==> config.mk <==
export PLATFORM = sky130hd
export DESIGN_NAME = gdram_cmd_decoder
export DESIGN_NICKNAME = d
export VERILOG_FILES = /design/src/rtl/gdram_pkg.sv /design/src/rtl/gdram_cmd_dec.sv /design/src/rtl/gdram_spec_regs.sv /design/src/rtl/gdram_bank_wpb.sv /design/src/rtl/gdram_cmd_decoder.sv
export SDC_FILE = /design/constraint.sdc
export NUM_CORES = 1
export LEC_CHECK = 0
export ABC_AREA = 1
export ABC_CLOCK_PERIOD_IN_PS = 1170
export CORE_ASPECT_RATIO = 1.1
export CORE_MARGIN = 1
export CORE_UTILIZATION = 29
export CTS_CLUSTER_DIAMETER = 150
export DETAILED_ROUTE_END_ITERATION = 12
export PLACE_DENSITY = 0.66
export SYNTH_ARGS = -nofsm -noshare
export SYNTH_HDL_FRONTEND = slang
export SYNTH_SLANG_ARGS = --single-unit
==> constraint.sdc <==
create_clock -name clk -period 1.17 [get_ports clk]
set_input_delay 0.351 -clock clk [delete_from_list [all_inputs] [get_ports clk]]
set_output_delay 0.351 -clock clk [all_outputs]
set_load 0.01 [all_outputs]
==> src/rtl/gdram_pkg.sv <==
package gdram_pkg;
  typedef enum logic [3:0] {
    CMD_DESEL,
    CMD_NOP,
    CMD_ACT,
    CMD_RD,
    CMD_WR,
    CMD_PRE,
    CMD_REF,
    CMD_MODE,
    CMD_BST
  } cmd_t;
endpackage

==> src/rtl/gdram_cmd_dec.sv <==
module gdram_cmd_dec
  import gdram_pkg::*;
(
  input  logic cs_n,
  input  logic ras_n,
  input  logic cas_n,
  input  logic we_n,
  output cmd_t cmd
);
  always_comb begin
    if (cs_n) begin
      cmd = CMD_DESEL;
    end else begin
      unique case ({ras_n, cas_n, we_n})
        3'b011:  cmd = CMD_ACT;
        3'b101:  cmd = CMD_RD;
        3'b100:  cmd = CMD_WR;
        3'b010:  cmd = CMD_PRE;
        3'b001:  cmd = CMD_REF;
        3'b000:  cmd = CMD_MODE;
        3'b110:  cmd = CMD_BST;
        default: cmd = CMD_NOP;
      endcase
    end
  end
endmodule

==> src/rtl/gdram_spec_regs.sv <==
module gdram_spec_regs #(
  parameter int ADDR_W = 11,
  parameter int DATA_W = 32,
  parameter int LC_BIT = 6,
  parameter int LM_BIT = 5
) (
  input  logic              clk,
  input  logic              rst_n,
  input  logic              mode_we,
  input  logic              spec_we,
  input  logic              cap_en,
  input  logic [ADDR_W-1:0] addr,
  input  logic [DATA_W-1:0] dq,
  output logic [ADDR_W-1:0] mode_q,
  output logic              lc_q,
  output logic              lm_q,
  output logic [DATA_W-1:0] color_q,
  output logic [DATA_W-1:0] mask_q
);
  always_ff @(posedge clk) begin
    if (!rst_n) begin
      mode_q  <= '0;
      lc_q    <= 1'b0;
      lm_q    <= 1'b0;
      color_q <= '0;
      mask_q  <= '0;
    end else begin
      if (mode_we) mode_q <= addr;
      if (spec_we) begin
        lc_q <= addr[LC_BIT];
        lm_q <= addr[LM_BIT];
      end
      if (cap_en && lc_q) color_q <= dq;
      if (cap_en && lm_q) mask_q  <= dq;
    end
  end
endmodule

==> src/rtl/gdram_bank_wpb.sv <==
module gdram_bank_wpb #(
  parameter int BANKS = 4,
  localparam int BA_W = (BANKS > 1) ? $clog2(BANKS) : 1
) (
  input  logic             clk,
  input  logic             rst_n,
  input  logic             act,
  input  logic             pre,
  input  logic             pre_all,
  input  logic             dsf,
  input  logic [BA_W-1:0]  ba,
  output logic [BANKS-1:0] wpb_q
);
  for (genvar b = 0; b < BANKS; b++) begin : g_bank
    logic hit;
    assign hit = (ba == BA_W'(b));
    always_ff @(posedge clk) begin
      if (!rst_n)                    wpb_q[b] <= 1'b0;
      else if (act && hit)           wpb_q[b] <= dsf;
      else if (pre && (pre_all || hit)) wpb_q[b] <= 1'b0;
    end
  end
endmodule

==> src/rtl/gdram_cmd_decoder.sv <==
module gdram_cmd_decoder
  import gdram_pkg::*;
#(
  parameter int BANKS  = 4,
  parameter int ADDR_W = 11,
  parameter int DATA_W = 32,
  parameter int LC_BIT = 6,
  parameter int LM_BIT = 5,
  parameter int AP_BIT = 10,
  localparam int BA_W  = (BANKS > 1) ? $clog2(BANKS) : 1
) (
  input  logic              clk,
  input  logic              rst_n,
  input  logic              cs_n,
  input  logic              ras_n,
  input  logic              cas_n,
  input  logic              we_n,
  input  logic              dsf,
  input  logic [BA_W-1:0]   ba,
  input  logic [ADDR_W-1:0] addr,
  input  logic [DATA_W-1:0] dq,
  output logic              act_stb,
  output logic              rd_stb,
  output logic              wr_stb,
  output logic              bw_stb,
  output logic              pre_stb,
  output logic              ref_stb,
  output logic              mrs_stb,
  output logic              smrs_stb,
  output logic              bst_stb,
  output logic              ld_color_stb,
  output logic              ld_mask_stb,
  output logic              wr_masked,
  output logic [BA_W-1:0]   bank_q,
  output logic [ADDR_W-1:0] mode_q,
  output logic              load_color_en,
  output logic              load_mask_en,
  output logic              load_conflict,
  output logic [BANKS-1:0]  wpb_q,
  output logic [DATA_W-1:0] color_q,
  output logic [DATA_W-1:0] mask_q
);
  cmd_t cmd;
  logic is_wr, capture, is_mode, is_act, is_pre;

  gdram_cmd_dec u_dec (
    .cs_n (cs_n), .ras_n (ras_n), .cas_n (cas_n), .we_n (we_n), .cmd (cmd)
  );

  assign is_wr   = (cmd == CMD_WR);
  assign is_mode = (cmd == CMD_MODE);
  assign is_act  = (cmd == CMD_ACT);
  assign is_pre  = (cmd == CMD_PRE);
  assign capture = is_wr && (load_color_en || load_mask_en);

  gdram_spec_regs #(
    .ADDR_W (ADDR_W), .DATA_W (DATA_W), .LC_BIT (LC_BIT), .LM_BIT (LM_BIT)
  ) u_spec (
    .clk     (clk),
    .rst_n   (rst_n),
    .mode_we (is_mode && !dsf),
    .spec_we (is_mode && dsf),
    .cap_en  (capture),
    .addr    (addr),
    .dq      (dq),
    .mode_q  (mode_q),
    .lc_q    (load_color_en),
    .lm_q    (load_mask_en),
    .color_q (color_q),
    .mask_q  (mask_q)
  );

  gdram_bank_wpb #(.BANKS (BANKS)) u_wpb (
    .clk     (clk),
    .rst_n   (rst_n),
    .act     (is_act),
    .pre     (is_pre),
    .pre_all (addr[AP_BIT]),
    .dsf     (dsf),
    .ba      (ba),
    .wpb_q   (wpb_q)
  );

  assign load_conflict = load_color_en && load_mask_en;

  always_ff @(posedge clk) begin
    if (!rst_n) begin
      act_stb      <= 1'b0;
      rd_stb       <= 1'b0;
      wr_stb       <= 1'b0;
      bw_stb       <= 1'b0;
      pre_stb      <= 1'b0;
      ref_stb      <= 1'b0;
      mrs_stb      <= 1'b0;
      smrs_stb     <= 1'b0;
      bst_stb      <= 1'b0;
      ld_color_stb <= 1'b0;
      ld_mask_stb  <= 1'b0;
      wr_masked    <= 1'b0;
      bank_q       <= '0;
    end else begin
      act_stb      <= is_act;
      rd_stb       <= (cmd == CMD_RD);
      wr_stb       <= is_wr && !capture && !dsf;
      bw_stb       <= is_wr && !capture && dsf;
      pre_stb      <= is_pre;
      ref_stb      <= (cmd == CMD_REF);
      mrs_stb      <= is_mode && !dsf;
      smrs_stb     <= is_mode && dsf;
      bst_stb      <= (cmd == CMD_BST);
      ld_color_stb <= capture && load_color_en;
      ld_mask_stb  <= capture && load_mask_en;
      wr_masked    <= is_wr && !capture && wpb_q[ba];
      bank_q       <= ba;
    end
  end
endmodule

==> impl_results.md <==
* Die Area at 12580 sq um
* Row cnt at 41
* Crit path capture type: output pin
* Drc violations at 0
* Crit-path max FO at 4
* CTS clk-pin slew, worst paths at approximately 0.070 ns
* Die X-Extent at 107.0 microns
* Nets at 688
* P per Cell Area at 1082 nW/um^2
* Synth Net Count at 501
* Dpl ws at -0.6485 ns
* Fill count at 1067
* Syn Area/Cell at 7.836 sq um
* Flop and latch count out of synthesis at 95
* Unrepaired setup endpoints after global routing: yes
* Worst setup margin at -0.1032 ns
* Die height at around 120 microns
* Initial antenna violation count at 0
* CTS Root Cell: clkbuf_16
* GRT Overall Usage at 20.01%
* Failing checks: setup timing
* Leak pwr at 2.538 nW
* Vias in the first global route at approximately 3700
* Buffers added on ports at around 150
* Data required, critical path at a little over 0.8 ns
* Synth unique cells at 14
* Min-delay worst type: in -> reg
* CTS max path bufs at 2
* Post-route ant nets at 0
* Pin count of the biggest net entering global routing at 51
* Slew headroom at 78.46%
* Clock Sinks at 95
* VDD IR-drop max at 913.4 uV
* Synth area leaders: dfxtp_1, nand2_1, a21oi_1
* Via count at between 3000 and 4000
* Commonest cells after routing, fill and taps aside: nand2_1, dfxtp_2, a21oi_1
* Post-Place Cells at between 700 and 800
* Final Hold Vio Count at 0
* Final std cells w/o fill at 791
* DR vias/cell at 4.937
* Worst Clk Skew at 0.008058 ns
* Final cell utilization of the core at 53.34%
* Cell accounting for the most synthesized area: dfxtp_1
* H-tree depth at 3
* Data arrival, critical path at ~0.92 ns
* Minimum clock period at 1.273 ns
* Sequential area share after synthesis at roughly 54%
* Post-DP HPWL at ~7.4 mm
* Fraction of layout cells with a size suffix above 1 at 47.27%
* Peak Freq at 0.7854 GHz
* Fin crit share at 108.8%
* Antenna cells at 0
* Mapped Area at between 3000 and 4000 sq um
* DRT Pass-1 Iters at 7
* Area Growth Syn to Fin at 76.53%
* Congestion Overflow GR at 0
* CTS tree: yes
* Core Region at 11640 sq um
* Post-synthesis cell count at 449
* Clock Latency Late Sink at 0.34 ns
* Ys Warns at 0
* Routed WL per cell at 16.43 microns
* Final setup viols at 2
* First-pass GRT wire length at 19.53 mm
* Worst slew pin tran at 0.3231 ns
* Worst setup path class: reg -> out
* DR iter-0 viols at about 220
* Slew Viols, Final at 0
* GPL Wtd Cong at 0.8434
* Status: complete, but fails checks
* Power Total at 6.721 mW
* Drt total wl at 13.00 mm
* Startpoint types: register
* Max_cap viols at 0
* Initial Util at between 30 and 40%
* Top-area cell type share of the netlist area at a little over half
* Most common cell after layout, fill and taps aside: nand2_1
* Boundary Pins at 148
* CTS buffer count at 9
-- flip-flops by register name, summed over array words and instances, names as in the netlist --
name            count
mrs_stb             1
rd_stb              1
ld_color_stb        1
u_wpb.wpb_q         4
wr_masked           1
bank_q              2
act_stb             1
u_spec.lm_q         1
ld_mask_stb         1
ref_stb             1
smrs_stb            1
u_spec.lc_q         1
bst_stb             1
u_spec.mode_q      11
bw_stb              1
wr_stb              1
u_spec.mask_q      32
u_spec.color_q     32
pre_stb             1
-- cells in the mapped netlist (all sizes together) --
cell type  count
nand2        114
dfxtp         95
a21oi         81
nand3         66
nor2          30
buf           17
clkbuf        17
inv           14
nand4         14
clkinv         1
-- where the power goes --
group	internal [mW]	leakage, nW	total [mW]	switching [mW]
clock	1.49	0.136	2.87	1.37
sequential	3.25	0.810	3.26	0.00981
combinational	0.304	1.59	0.595	0.291
-- critical path, cell delays in order, from the launching register on --
cell and delay, ns:
dfxtp_2 0.36, nand2_2 0.06, inv_2 0.07, buf_6 0.10
-- final cells by class --
class	count	area (sq um)	area share, %
timing repair buffer	210	2128	34.27
sequential	95	2009	32.35
multi-input combinational	305	1540	24.80
clock buffer	9	225.2	3.626
tap	150	187.7	3.022
clock inverter	7	63.81	1.027
inverter	15	56.30	0.9065
-- metrics by stage --
stage	hold slack [ns]	setup TNS, ns	area [sq um]
2_1_floorplan	0.4234	0	3540
3_3_place_gp	0.4468	-51.26	5298
3_5_place_dp	0.4536	-56.41	5298
4_1_cts	0.3861	-0.1545	5633
5_1_grt	0.2874	-0.2684	6211
6_report	0.3025	-0.1261	6211
-- routing by layer --
metal | track usage, % | routed length, microns | vias to the layer above
li1 | - | - | 1869
met1 | 23.11 | 5107 | 1863
met2 | 36.13 | 6786 | 153
met3 | 4.928 | 926 | 20
met4 | 5.479 | 177 | 0
met5 | 0 | 0 | -
-- final timing paths --
path / slack (ns) / startpoint / depth (start not counted) / endpoint
worst max-delay path: -0.10 / u_spec.lc_q / 3 / load_conflict
worst min-delay path: 0.30 / ras_n / 3 / bst_stb
worst max register to register: 0.04 / u_spec.lm_q / 6 / u_spec.mask_q[1]
worst min register to register: 0.45 / u_spec.mask_q[6] / 2 / u_spec.mask_q[6]
-- repair_timing --
item / CTS / global route
gates resized for setup: 495 / 117
buffers inserted: 10 / 9
pin swaps: 20 / 11
setup endpoints to repair: 184 / 149
cloned: 10 / 2
hold buffers: 0 / 0
-- cells by family (layout without fill, tap and decap cells) --
family,count (synthesis),after routing,share of synthesized area [%]
buffers and inverters,49,241,6.899
and+or+nand+nor,224,224,27.52
DFF,95,95,54.05
AOI/OAI and AO/OA,81,81,11.52
Power figures use the tool's default switching activity.
